### src/rtl/vec_irq_pkg.sv
package vec_irq_pkg;
  localparam int NUM_LEVELS = 4;
  localparam int LVL_W      = $clog2(NUM_LEVELS);
  localparam int MASK_W     = LVL_W + 1;

  typedef enum logic {
    ACK_IDLE = 1'b0,
    ACK_HOLD = 1'b1
  } ack_state_e;
endpackage

### src/rtl/irq_pending.sv
module irq_pending #(
  parameter int NUM_SLOTS = 8
) (
  input  logic                 clk,
  input  logic                 rst_n,
  input  logic [NUM_SLOTS-1:0] set_i,
  input  logic [NUM_SLOTS-1:0] clr_i,
  output logic [NUM_SLOTS-1:0] pending_o
);
  logic [NUM_SLOTS-1:0] pending_q;

  // set wins over clear for the same slot
  always_ff @(posedge clk) begin
    if (!rst_n) pending_q <= '0;
    else        pending_q <= (pending_q & ~clr_i) | set_i;
  end

  assign pending_o = pending_q;

  AST_SET_STICKS: assert property (@(posedge clk) disable iff (!rst_n)
    (set_i != '0) |=> ((pending_q & $past(set_i)) == $past(set_i)));

  AST_CLR_DROPS: assert property (@(posedge clk) disable iff (!rst_n)
    (clr_i != '0) |=> ((pending_q & $past(clr_i & ~set_i)) == '0));
endmodule

### src/rtl/irq_arbiter.sv
module irq_arbiter
  import vec_irq_pkg::*;
#(
  parameter int NUM_SLOTS = 8,
  localparam int IDX_W    = $clog2(NUM_SLOTS)
) (
  input  logic                       clk,
  input  logic                       rst_n,
  input  logic [NUM_SLOTS-1:0]       pending_i,
  input  logic [LVL_W*NUM_SLOTS-1:0] lvl_i,
  input  logic [MASK_W-1:0]          mask_i,
  output logic                       any_o,
  output logic [IDX_W-1:0]           win_idx_o
);
  logic [NUM_SLOTS-1:0] eligible;

  generate
    for (genvar g = 0; g < NUM_SLOTS; g++) begin : g_elig
      logic [MASK_W-1:0] prio;
      assign prio        = MASK_W'(lvl_i[g*LVL_W +: LVL_W]) + MASK_W'(1);
      assign eligible[g] = pending_i[g] && (prio > mask_i);
    end
  endgenerate

  // scan from the far end; ">=" lets a nearer slot take ties
  logic [LVL_W-1:0] best_lvl;
  always_comb begin
    any_o     = 1'b0;
    win_idx_o = '0;
    best_lvl  = '0;
    for (int i = NUM_SLOTS - 1; i >= 0; i--) begin
      if (eligible[i] && (!any_o || lvl_i[i*LVL_W +: LVL_W] >= best_lvl)) begin
        any_o     = 1'b1;
        win_idx_o = IDX_W'(i);
        best_lvl  = lvl_i[i*LVL_W +: LVL_W];
      end
    end
  end

  AST_WIN_PENDING: assert property (@(posedge clk) disable iff (!rst_n)
    any_o |-> pending_i[win_idx_o]);

  AST_NONE_IDLE: assert property (@(posedge clk) disable iff (!rst_n)
    (pending_i == '0) |-> !any_o);
endmodule

### src/rtl/irq_ack_fsm.sv
module irq_ack_fsm
  import vec_irq_pkg::*;
#(
  parameter int NUM_SLOTS = 8,
  parameter int VEC_W     = 16,
  localparam int IDX_W    = $clog2(NUM_SLOTS)
) (
  input  logic                 clk,
  input  logic                 rst_n,
  input  logic                 start_i,
  input  logic [IDX_W-1:0]     win_idx_i,
  input  logic [VEC_W-1:0]     win_vec_i,
  input  logic                 ready_i,
  output logic                 valid_o,
  output logic [VEC_W-1:0]     vec_o,
  output logic [IDX_W-1:0]     gnt_o,
  output logic                 done_o,
  output logic [NUM_SLOTS-1:0] clr_o
);
  ack_state_e           state_q;
  logic [IDX_W-1:0]     idx_q;
  logic [VEC_W-1:0]     vec_q;

  always_ff @(posedge clk) begin
    if (!rst_n) begin
      state_q <= ACK_IDLE;
      idx_q   <= '0;
      vec_q   <= '0;
    end else begin
      case (state_q)
        ACK_IDLE: if (start_i) begin
          state_q <= ACK_HOLD;
          idx_q   <= win_idx_i;
          vec_q   <= {win_vec_i[VEC_W-1:2], 2'b00};
        end
        ACK_HOLD: if (ready_i) state_q <= ACK_IDLE;
        default:  state_q <= ACK_IDLE;
      endcase
    end
  end

  assign valid_o = (state_q == ACK_HOLD);
  assign vec_o   = vec_q;
  assign gnt_o   = idx_q;
  assign done_o  = valid_o && ready_i;

  always_comb begin
    clr_o = '0;
    if (done_o) clr_o[idx_q] = 1'b1;
  end

  AST_HOLD_STABLE: assert property (@(posedge clk) disable iff (!rst_n)
    (valid_o && !ready_i) |=> (valid_o && $stable(vec_o) && $stable(gnt_o)));

  AST_ONE_DELIVERY: assert property (@(posedge clk) disable iff (!rst_n)
    done_o |=> !valid_o);

  AST_START_CAUSE: assert property (@(posedge clk) disable iff (!rst_n)
    $rose(valid_o) |-> $past(start_i));
endmodule

### src/rtl/vec_irq_ctrl.sv
module vec_irq_ctrl
  import vec_irq_pkg::*;
#(
  parameter int NUM_SLOTS = 8,
  parameter int VEC_W     = 16,
  localparam int IDX_W    = $clog2(NUM_SLOTS)
) (
  input  logic                       clk,
  input  logic                       rst_n,
  input  logic [NUM_SLOTS-1:0]       slot_req_i,
  input  logic [LVL_W*NUM_SLOTS-1:0] slot_lvl_i,
  input  logic [VEC_W*NUM_SLOTS-1:0] slot_vec_i,
  input  logic [MASK_W-1:0]          cpu_mask_i,
  input  logic                       iak_i,
  output logic                       irq_o,
  output logic                       vec_valid_o,
  input  logic                       vec_ready_i,
  output logic [VEC_W-1:0]           vec_o,
  output logic [IDX_W-1:0]           gnt_slot_o,
  output logic                       ack_done_o
);
  logic [NUM_SLOTS-1:0] pending;
  logic [NUM_SLOTS-1:0] clr;
  logic                 any;
  logic [IDX_W-1:0]     win_idx;
  logic                 start;

  irq_pending #(.NUM_SLOTS(NUM_SLOTS)) u_pend (
    .clk(clk), .rst_n(rst_n), .set_i(slot_req_i), .clr_i(clr), .pending_o(pending)
  );

  irq_arbiter #(.NUM_SLOTS(NUM_SLOTS)) u_arb (
    .clk(clk), .rst_n(rst_n), .pending_i(pending), .lvl_i(slot_lvl_i),
    .mask_i(cpu_mask_i), .any_o(any), .win_idx_o(win_idx)
  );

  assign irq_o = any && !vec_valid_o;
  assign start = iak_i && irq_o;

  irq_ack_fsm #(.NUM_SLOTS(NUM_SLOTS), .VEC_W(VEC_W)) u_ack (
    .clk(clk), .rst_n(rst_n), .start_i(start), .win_idx_i(win_idx),
    .win_vec_i(slot_vec_i[win_idx*VEC_W +: VEC_W]), .ready_i(vec_ready_i),
    .valid_o(vec_valid_o), .vec_o(vec_o), .gnt_o(gnt_slot_o),
    .done_o(ack_done_o), .clr_o(clr)
  );

  AST_QUIET_IN_ACK: assert property (@(posedge clk) disable iff (!rst_n)
    vec_valid_o |-> !irq_o);

  AST_IAK_NEEDS_IRQ: assert property (@(posedge clk) disable iff (!rst_n)
    (iak_i && !irq_o && !vec_valid_o) |=> !vec_valid_o);
endmodule

### config.mk
export PLATFORM = sky130hd
export DESIGN_NAME = vec_irq_ctrl
export DESIGN_NICKNAME = d
export VERILOG_FILES = /design/src/rtl/vec_irq_pkg.sv /design/src/rtl/irq_pending.sv /design/src/rtl/irq_arbiter.sv /design/src/rtl/irq_ack_fsm.sv /design/src/rtl/vec_irq_ctrl.sv
export SDC_FILE = /design/constraint.sdc
export NUM_CORES = 1
export LEC_CHECK = 0
export CORE_UTILIZATION = 28
export CTS_CLUSTER_SIZE = 14
export DETAILED_ROUTE_END_ITERATION = 8
export DONT_BUFFER_PORTS = 1
export PLACE_DENSITY = 0.53
export SLEW_MARGIN = 5
export SYNTH_ARGS = -nofsm -noshare
export SYNTH_HDL_FRONTEND = slang
export SYNTH_SLANG_ARGS = --single-unit
### constraint.sdc
create_clock -name clk -period 10.4 [get_ports clk]
set_input_delay 1.04 -clock clk [delete_from_list [all_inputs] [get_ports clk]]
set_output_delay 1.04 -clock clk [all_outputs]
set_load 0.05 [all_outputs]
# == Yosys cells after proc, flatten, opt, wreduce, memory -nomap -nowiden ==
# Cells that the tools add are included.
# W data, S select, Z words.
# classes
bitwise_logic,4
div_mod_pow,0
multipliers,0
shift,1
n_mux,29
add_sub_neg,8
reduce_logical,35
n_eq_ne,0
n_lt_le_gt_ge,17
# op_table
op,count
$shiftx A128 B8 Y16,1
$add A2 B1 Y3 const B,8
$gt A3 B3 Y1,8
$mux W3,8
$logic_and A1 B1 Y1,19
$ge A2 B2 Y1,7
$mux W2,7
$mux W1,11
$and A8 B8 Y8,1
$logic_not A1 Y1,8
$mux W8,1
$not A8 Y8,1
$or A8 B8 Y8,1
$logic_or A1 B1 Y1,7
$lt A3 B4 Y1 const B,1
$demux W1 S3,1
$ge A3 B1 Y1 const B,1
$pmux W1 S2,1
$reduce_and A2 Y1,1
$not A1 Y1,1
# totals
latch_bits,0
output_inout_bits,22
memories,0
romBits,0
regBits,26
mem_bits_rw,0

# == Logic depth before layout (Yosys ltp) ==
# depth
depth_word,36
ltp_mapped,56
ltp_nobuf,52

# == Cells and area by module ==
# A second synthesis with hierarchy kept.
# unflattened
cells_unflattened,352
hier_area_um2,3626.0
# by_module_without_submodules
module,area_per_inst_um2,cells_per_inst,instances
irq_arbiter,1386.3,173,1
vec_irq_ctrl,1083.5,59,1
irq_ack_fsm,818.3,95,1
irq_pending,337.8,25,1

# == Worst setup path before layout ==
# Ideal clock, no wire load.
# synth_path
path_kind,input -> register
startpoint,input slot_lvl_i[14]
endpoint,register u_ack.vec_q[14] (netlist: u_ack.vec_o[14])
required_time_ns,10.259
path_buffers,2
arrival_ns,10.849
path_slack_ns,-0.590
path_stages,52
cell_sequence,ha_1 -> ha_1 -> and3_1 -> nor3_2 -> and2_1 -> ha_1 -> nand2b_1 -> a21oi_1 -> a21oi_1 -> a22o_1 -> ha_1 -> nand2b_1 -> a21o_1 -> a21o_1 -> a222oi_1 -> nor2_1 -> ha_1 -> nand2b_1 -> [16 not listed] -> nand2_1 -> o21ai_1 -> ha_1 -> nand2b_1 -> a21oi_1 -> nor2_1 -> a41oi_2 -> mux2_2 -> ha_1 -> nand2b_1 -> a21oi_1 -> o22ai_1 -> a41o_1 -> a31oi_2 -> buf_6 -> mux2_1 -> a222oi_1 -> a41oi_1
# synth_between
elab_chain_cells,35
# synth_lines
element,line_no,source
"start, declared",vec_irq_ctrl.sv:11,"input logic [LVL_W*NUM_SLOTS-1:0] slot_lvl_i,"
"parallel branches: the longest is 35 deep, another holds $add A2 B1 Y3",n/a,
"end signal, assigned",irq_ack_fsm.sv:34,"vec_q <= {win_vec_i[VEC_W-1:2], 2'b00};"
"end, declared",irq_ack_fsm.sv:22,logic [VEC_W-1:0] vec_q;
# Parallel ways; which one is timed is not known.
# A chain may end at the register's enable or synchronous reset.

# == Worst setup path after layout ==
# layout_path
startpoint,input slot_lvl_i[15]
endpoint,register u_ack.vec_q[8] (netlist: u_ack.vec_o[8])
# The elaborated chain is that of the path after synthesis.

==> results.md <==
Clocking:
- The later pin in the worst-skew pair is clocked with a latency of 0.27 ns.
- Clock-pin slew was measured on the worst setup and hold paths at 0.08 ns.
- TritonCTS built the clock tree.
- Counting every sink on the clock net gives 26.
- In this run the clock root is driven by a sky130_fd_sc_hd__clkbuf_16.
- For this design, the CTS-stage hold fixing added 0 buffers.
- The deepest level of the CTS H-tree is 1.
- The number of clock buffers added by TritonCTS is 3.
- The worst-case clock buffer depth is 2.

Cells and area:
- The number of fill cells in the layout is 1251.
- At the end of the flow, the number of nets in the layout was around 720.
- In the final layout, the share of cells above drive strength 1 is 0.2544.
- The antenna diode count is 0.
- Excluding fillers, the count of instances in the completed layout stands at 679.
- The synthesis-to-layout area growth is 29.48%.

Worst setup path:
- The worst setup path is launched from an input pin.
- The cell type of the slowest stage on the worst timing path is sky130_fd_sc_hd__a222oi_1.
- The delay of the slowest cell on the worst path is 0.43 ns.
- The critical setup path kind is in2reg.
- At the worst endpoint, the required time is between 10 and 15 ns.
- The critical-path maximum fanout is 6.
- Data arrives at the worst endpoint at around 10 ns.
- The sort of element at the end of the critical path is a flip-flop.
- The most prevalent standard cell on the critical path is sky130_fd_sc_hd__a21oi_4.

Die:
- In this run the standard cell core region covers 12160 µm².
- The die height is 114.5 µm.
- From left edge to right edge, the die measures 114.5 µm.
- The die covers 13110 µm².
- During I/O placement, the number of pins put on the boundary was 181.
- The row count is 40.
- The initial core utilization is 0.2914.

Power:
- The peak supply drop is a little over 0.07 mV.
- The power per cell area is 145.4 nW/µm².
- The completed layout was analyzed and its total power is 0.6670 mW.
- The static leakage power is 1.921 nW.

Global routing:
- After global routing the overflow that remains totals 0.
- The number of antenna violations at the first check in global routing is 0.
- The first-pass GRT wire length is 19.17 mm.
- The via count of the first global-routing pass is around 3700.
- Entering global routing, the biggest net connects 57 pins.
- The overall routing resource usage is 0.1863.

Logic synthesis:
- The number of synthesized flops with an enable pin is 0.
- The async set or reset register ratio after synthesis is 0.
- Yosys printed 0 warnings.
- The number of distinct library cells after synthesis is 61.
- The synthesized area is roughly 3500 µm².
- For this run, the leading register cell type out of synthesis is sky130_fd_sc_hd__dfxtp_1.
- Each instance of the synthesized netlist takes up on average 7.555 µm².
- The share of the Yosys chip area taken by registers is 0.1469.
- The number of flip-flops and latches in the synthesized netlist is 26.
- The cell count after synthesis is about 470.

Route:
- The DRC violations left is 0.
- The mean number of vias per cell is ~5.7.
- The detailed-route wire length is roughly 12 mm.
- Detailed routing inserted a total of 3854 vias.
- The number of routed nets with antenna violations is 0.
- After detailed routing, the average wire length per cell comes to around 18 µm.
- After the first detailed-routing iteration, the DRC count stood at between 200 and 300.
- The number of detailed-route iterations in the first pass is 7.

Timing:
- At the pin with the least slew margin, the transition time is 1.078 ns.
- The final-report max-slew violation count was 0.
- Once routing completed, OpenROAD measured the worst setup slack at 0.1758 ns.
- The final number of hold-violating endpoints is 0.
- The highest achievable clock rate is 0.09781 GHz.
- The worst path needs 10.22 ns of the cycle, external delays included.
- The setup-violating endpoint count in the final report is 0.
- The share of the cycle needed by the critical path after routing is 0.9831.
- The worst relative slew slack is 0.2784.
- The clock arrives with 0.006051 ns of skew.
- Setup repair after global routing could not meet its margin everywhere.

Placed design:
- At the placement stage, the worst setup path has a slack of -0.5394 ns.
- The number of placed cells counting well taps is around 660.
- The port buffer count is 0.
- At the end of routability-driven placement, the weighted congestion stood at 0.8458.
- The HPWL after detailed placement is 9.930 mm.

Run:
- Max-cap violations in this run came to 0.

Worst hold path:
- The min-delay analysis places its worst path in the category reg2reg.

Status:
- The flow ran to the end, and the final reports show no timing, DRC or antenna violations.
-- cells in the mapped netlist (4+ instances only) --
| master | number | area share |
|---|---|---|
| sky130_fd_sc_hd__dfxtp_1 | 26 | 0.15 |
| sky130_fd_sc_hd__and3_1 | 26 | 0.046 |
| sky130_fd_sc_hd__or3_1 | 6 | 0.011 |
| sky130_fd_sc_hd__a41oi_1 | 4 | 0.0099 |
| sky130_fd_sc_hd__nand2_1 | 23 | 0.024 |
| sky130_fd_sc_hd__nor2_1 | 12 | 0.013 |
| sky130_fd_sc_hd__nand4_1 | 14 | 0.025 |
| sky130_fd_sc_hd__a222oi_1 | 5 | 0.014 |
| sky130_fd_sc_hd__o31ai_1 | 4 | 0.0085 |
| sky130_fd_sc_hd__buf_2 | 7 | 0.0099 |
| sky130_fd_sc_hd__a21boi_0 | 22 | 0.047 |
| sky130_fd_sc_hd__ha_1 | 46 | 0.16 |
| sky130_fd_sc_hd__a211o_1 | 10 | 0.025 |
| sky130_fd_sc_hd__nand2b_1 | 11 | 0.019 |
| sky130_fd_sc_hd__mux2i_1 | 7 | 0.020 |
| sky130_fd_sc_hd__clkbuf_1 | 15 | 0.016 |
| sky130_fd_sc_hd__inv_1 | 26 | 0.028 |
| sky130_fd_sc_hd__nor3_1 | 6 | 0.0085 |
| sky130_fd_sc_hd__nand3_1 | 40 | 0.056 |
| sky130_fd_sc_hd__o311ai_1 | 10 | 0.025 |
| sky130_fd_sc_hd__a21o_1 | 5 | 0.011 |
| sky130_fd_sc_hd__a21oi_1 | 27 | 0.038 |
| sky130_fd_sc_hd__o21ai_1 | 6 | 0.0085 |
| sky130_fd_sc_hd__o22ai_1 | 4 | 0.0071 |
| sky130_fd_sc_hd__o21ai_0 | 45 | 0.064 |
| sky130_fd_sc_hd__nor2b_1 | 4 | 0.0071 |
-- layout make-up --
cell class	instances	area, µm²	share of cell area
Clock buffer	3	75.07	0.01636
Clock inverter	1	30.03	0.006545
Inverter	28	105.1	0.02291
Multi-Input combinational cell	387	3087	0.6728
Sequential cell	26	520.5	0.1134
Tap cell	168	210.2	0.04581
Timing Repair Buffer	66	560.5	0.1222
-- critical path: cells and delay by family --
kind	cells	cell delay, ns
AOI/OAI and AO/OA	24	4.59
and+or+nand+nor	13	1.51
muxes	2	0.64
buffers and inverters	3	0.30
adders and majority gates	9	2.23
-- per-layer routing --
metal / part of all wire / routed length [µm] / vias up / track usage
met2: 0.50 / 6203 / 138 / 0.3253
met4: 0.019 / 242 / 0 / 0.05887
met5: 0 / 0 / - / 0
met1: 0.43 / 5294 / 1816 / 0.2353
li1: - / - / 1885 / -
met3: 0.056 / 695 / 15 / 0.02647
-- stage by stage --
step	hold WS (ns)	utilization	setup TNS (ns)	instance area, µm²
floorplan	0.4484	-	0	3711
global placement	0.4682	0.3434	-3.660	4177
detailed placement	0.4688	0.3434	-6.945	4177
CTS	0.4849	0.3675	0	4469
global route	0.5098	0.3773	-1.354	4588
finish	0.4787	0.3773	0	4588
-- registers in the layout, summed over array words and instances (netlist names) --
register / cells
u_pend.pending_o: 8
u_ack.vec_o: 14
u_ack.gnt_o: 3
u_ack.valid_o: 1
-- placed cells by master, fill, tap and decap left out, types with 3 or more instances in the layout --
| cell | synthesis | routed |
|---|---|---|
| sky130_fd_sc_hd__nand4_1 | 14 | 14 |
| sky130_fd_sc_hd__a21oi_2 | 0 | 3 |
| sky130_fd_sc_hd__ha_4 | 0 | 5 |
| sky130_fd_sc_hd__o22ai_1 | 4 | 3 |
| sky130_fd_sc_hd__o2111ai_1 | 3 | 3 |
| sky130_fd_sc_hd__nand3_1 | 40 | 40 |
| sky130_fd_sc_hd__dfxtp_1 | 26 | 26 |
| sky130_fd_sc_hd__ha_1 | 46 | 41 |
| sky130_fd_sc_hd__or2_2 | 3 | 3 |
| sky130_fd_sc_hd__buf_12 | 0 | 4 |
| sky130_fd_sc_hd__a41oi_1 | 4 | 4 |
| sky130_fd_sc_hd__clkbuf_16 | 0 | 3 |
| sky130_fd_sc_hd__or3_1 | 6 | 6 |
| sky130_fd_sc_hd__mux2i_1 | 7 | 6 |
| sky130_fd_sc_hd__nor3_1 | 6 | 5 |
| sky130_fd_sc_hd__a21oi_4 | 0 | 6 |
| sky130_fd_sc_hd__o21ai_0 | 45 | 42 |
| sky130_fd_sc_hd__nand2_1 | 23 | 22 |
| sky130_fd_sc_hd__o31ai_1 | 4 | 3 |
| sky130_fd_sc_hd__buf_6 | 3 | 4 |
| sky130_fd_sc_hd__buf_4 | 2 | 58 |
| sky130_fd_sc_hd__a211o_1 | 10 | 10 |
| sky130_fd_sc_hd__inv_1 | 26 | 26 |
| sky130_fd_sc_hd__mux2_4 | 0 | 4 |
| sky130_fd_sc_hd__o21ai_1 | 6 | 6 |
| sky130_fd_sc_hd__a222oi_1 | 5 | 5 |
| sky130_fd_sc_hd__nor2_2 | 1 | 5 |
| sky130_fd_sc_hd__o311ai_1 | 10 | 10 |
| sky130_fd_sc_hd__a21oi_1 | 27 | 18 |
| sky130_fd_sc_hd__a21boi_0 | 22 | 22 |
| sky130_fd_sc_hd__nor2_1 | 12 | 8 |
| sky130_fd_sc_hd__and3_1 | 26 | 25 |
| sky130_fd_sc_hd__nand2b_1 | 11 | 5 |
| sky130_fd_sc_hd__nand2b_4 | 0 | 6 |
| sky130_fd_sc_hd__nor3_2 | 3 | 3 |
| sky130_fd_sc_hd__a21o_1 | 5 | 5 |
| sky130_fd_sc_hd__nor2b_1 | 4 | 4 |
-- report_power, final --
group          switching [mW]  internal (mW)
Clock                  0.0420         0.0769
Combinational           0.191          0.173
Sequential             0.0673          0.117
-- worst paths after layout --
check,startpoint,end,slack [ns],cells after the start
worst min-delay path,u_pend.pending_o[0],u_pend.pending_o[0],0.48,2
worst max-delay path,slot_lvl_i[15],u_ack.vec_o[8],0.18,51
worst max register to register,u_pend.pending_o[7],u_ack.vec_o[8],1.12,49
worst min register to register,u_pend.pending_o[0],u_pend.pending_o[0],0.48,2
-- logic make-up after synthesis --
| family | share of synthesized area |
|---|---|
| and+or+nand+nor | 0.2433 |
| adders and majority gates | 0.1624 |
| other | 0.001058 |
| buffers and inverters | 0.07132 |
| AOI/OAI and AO/OA | 0.3393 |
| DFF | 0.1469 |
| muxes | 0.03566 |
-- timing repair --
item / 4_1_cts / 5_1_grt
setup buffers: 13 / 4
endpoints found under the setup margin: 15 / 15
pin swaps: 29 / 24
gates cloned: 0 / 0
resized for setup: 14 / 16
Note: power is estimated with default switching activity, not from simulation.
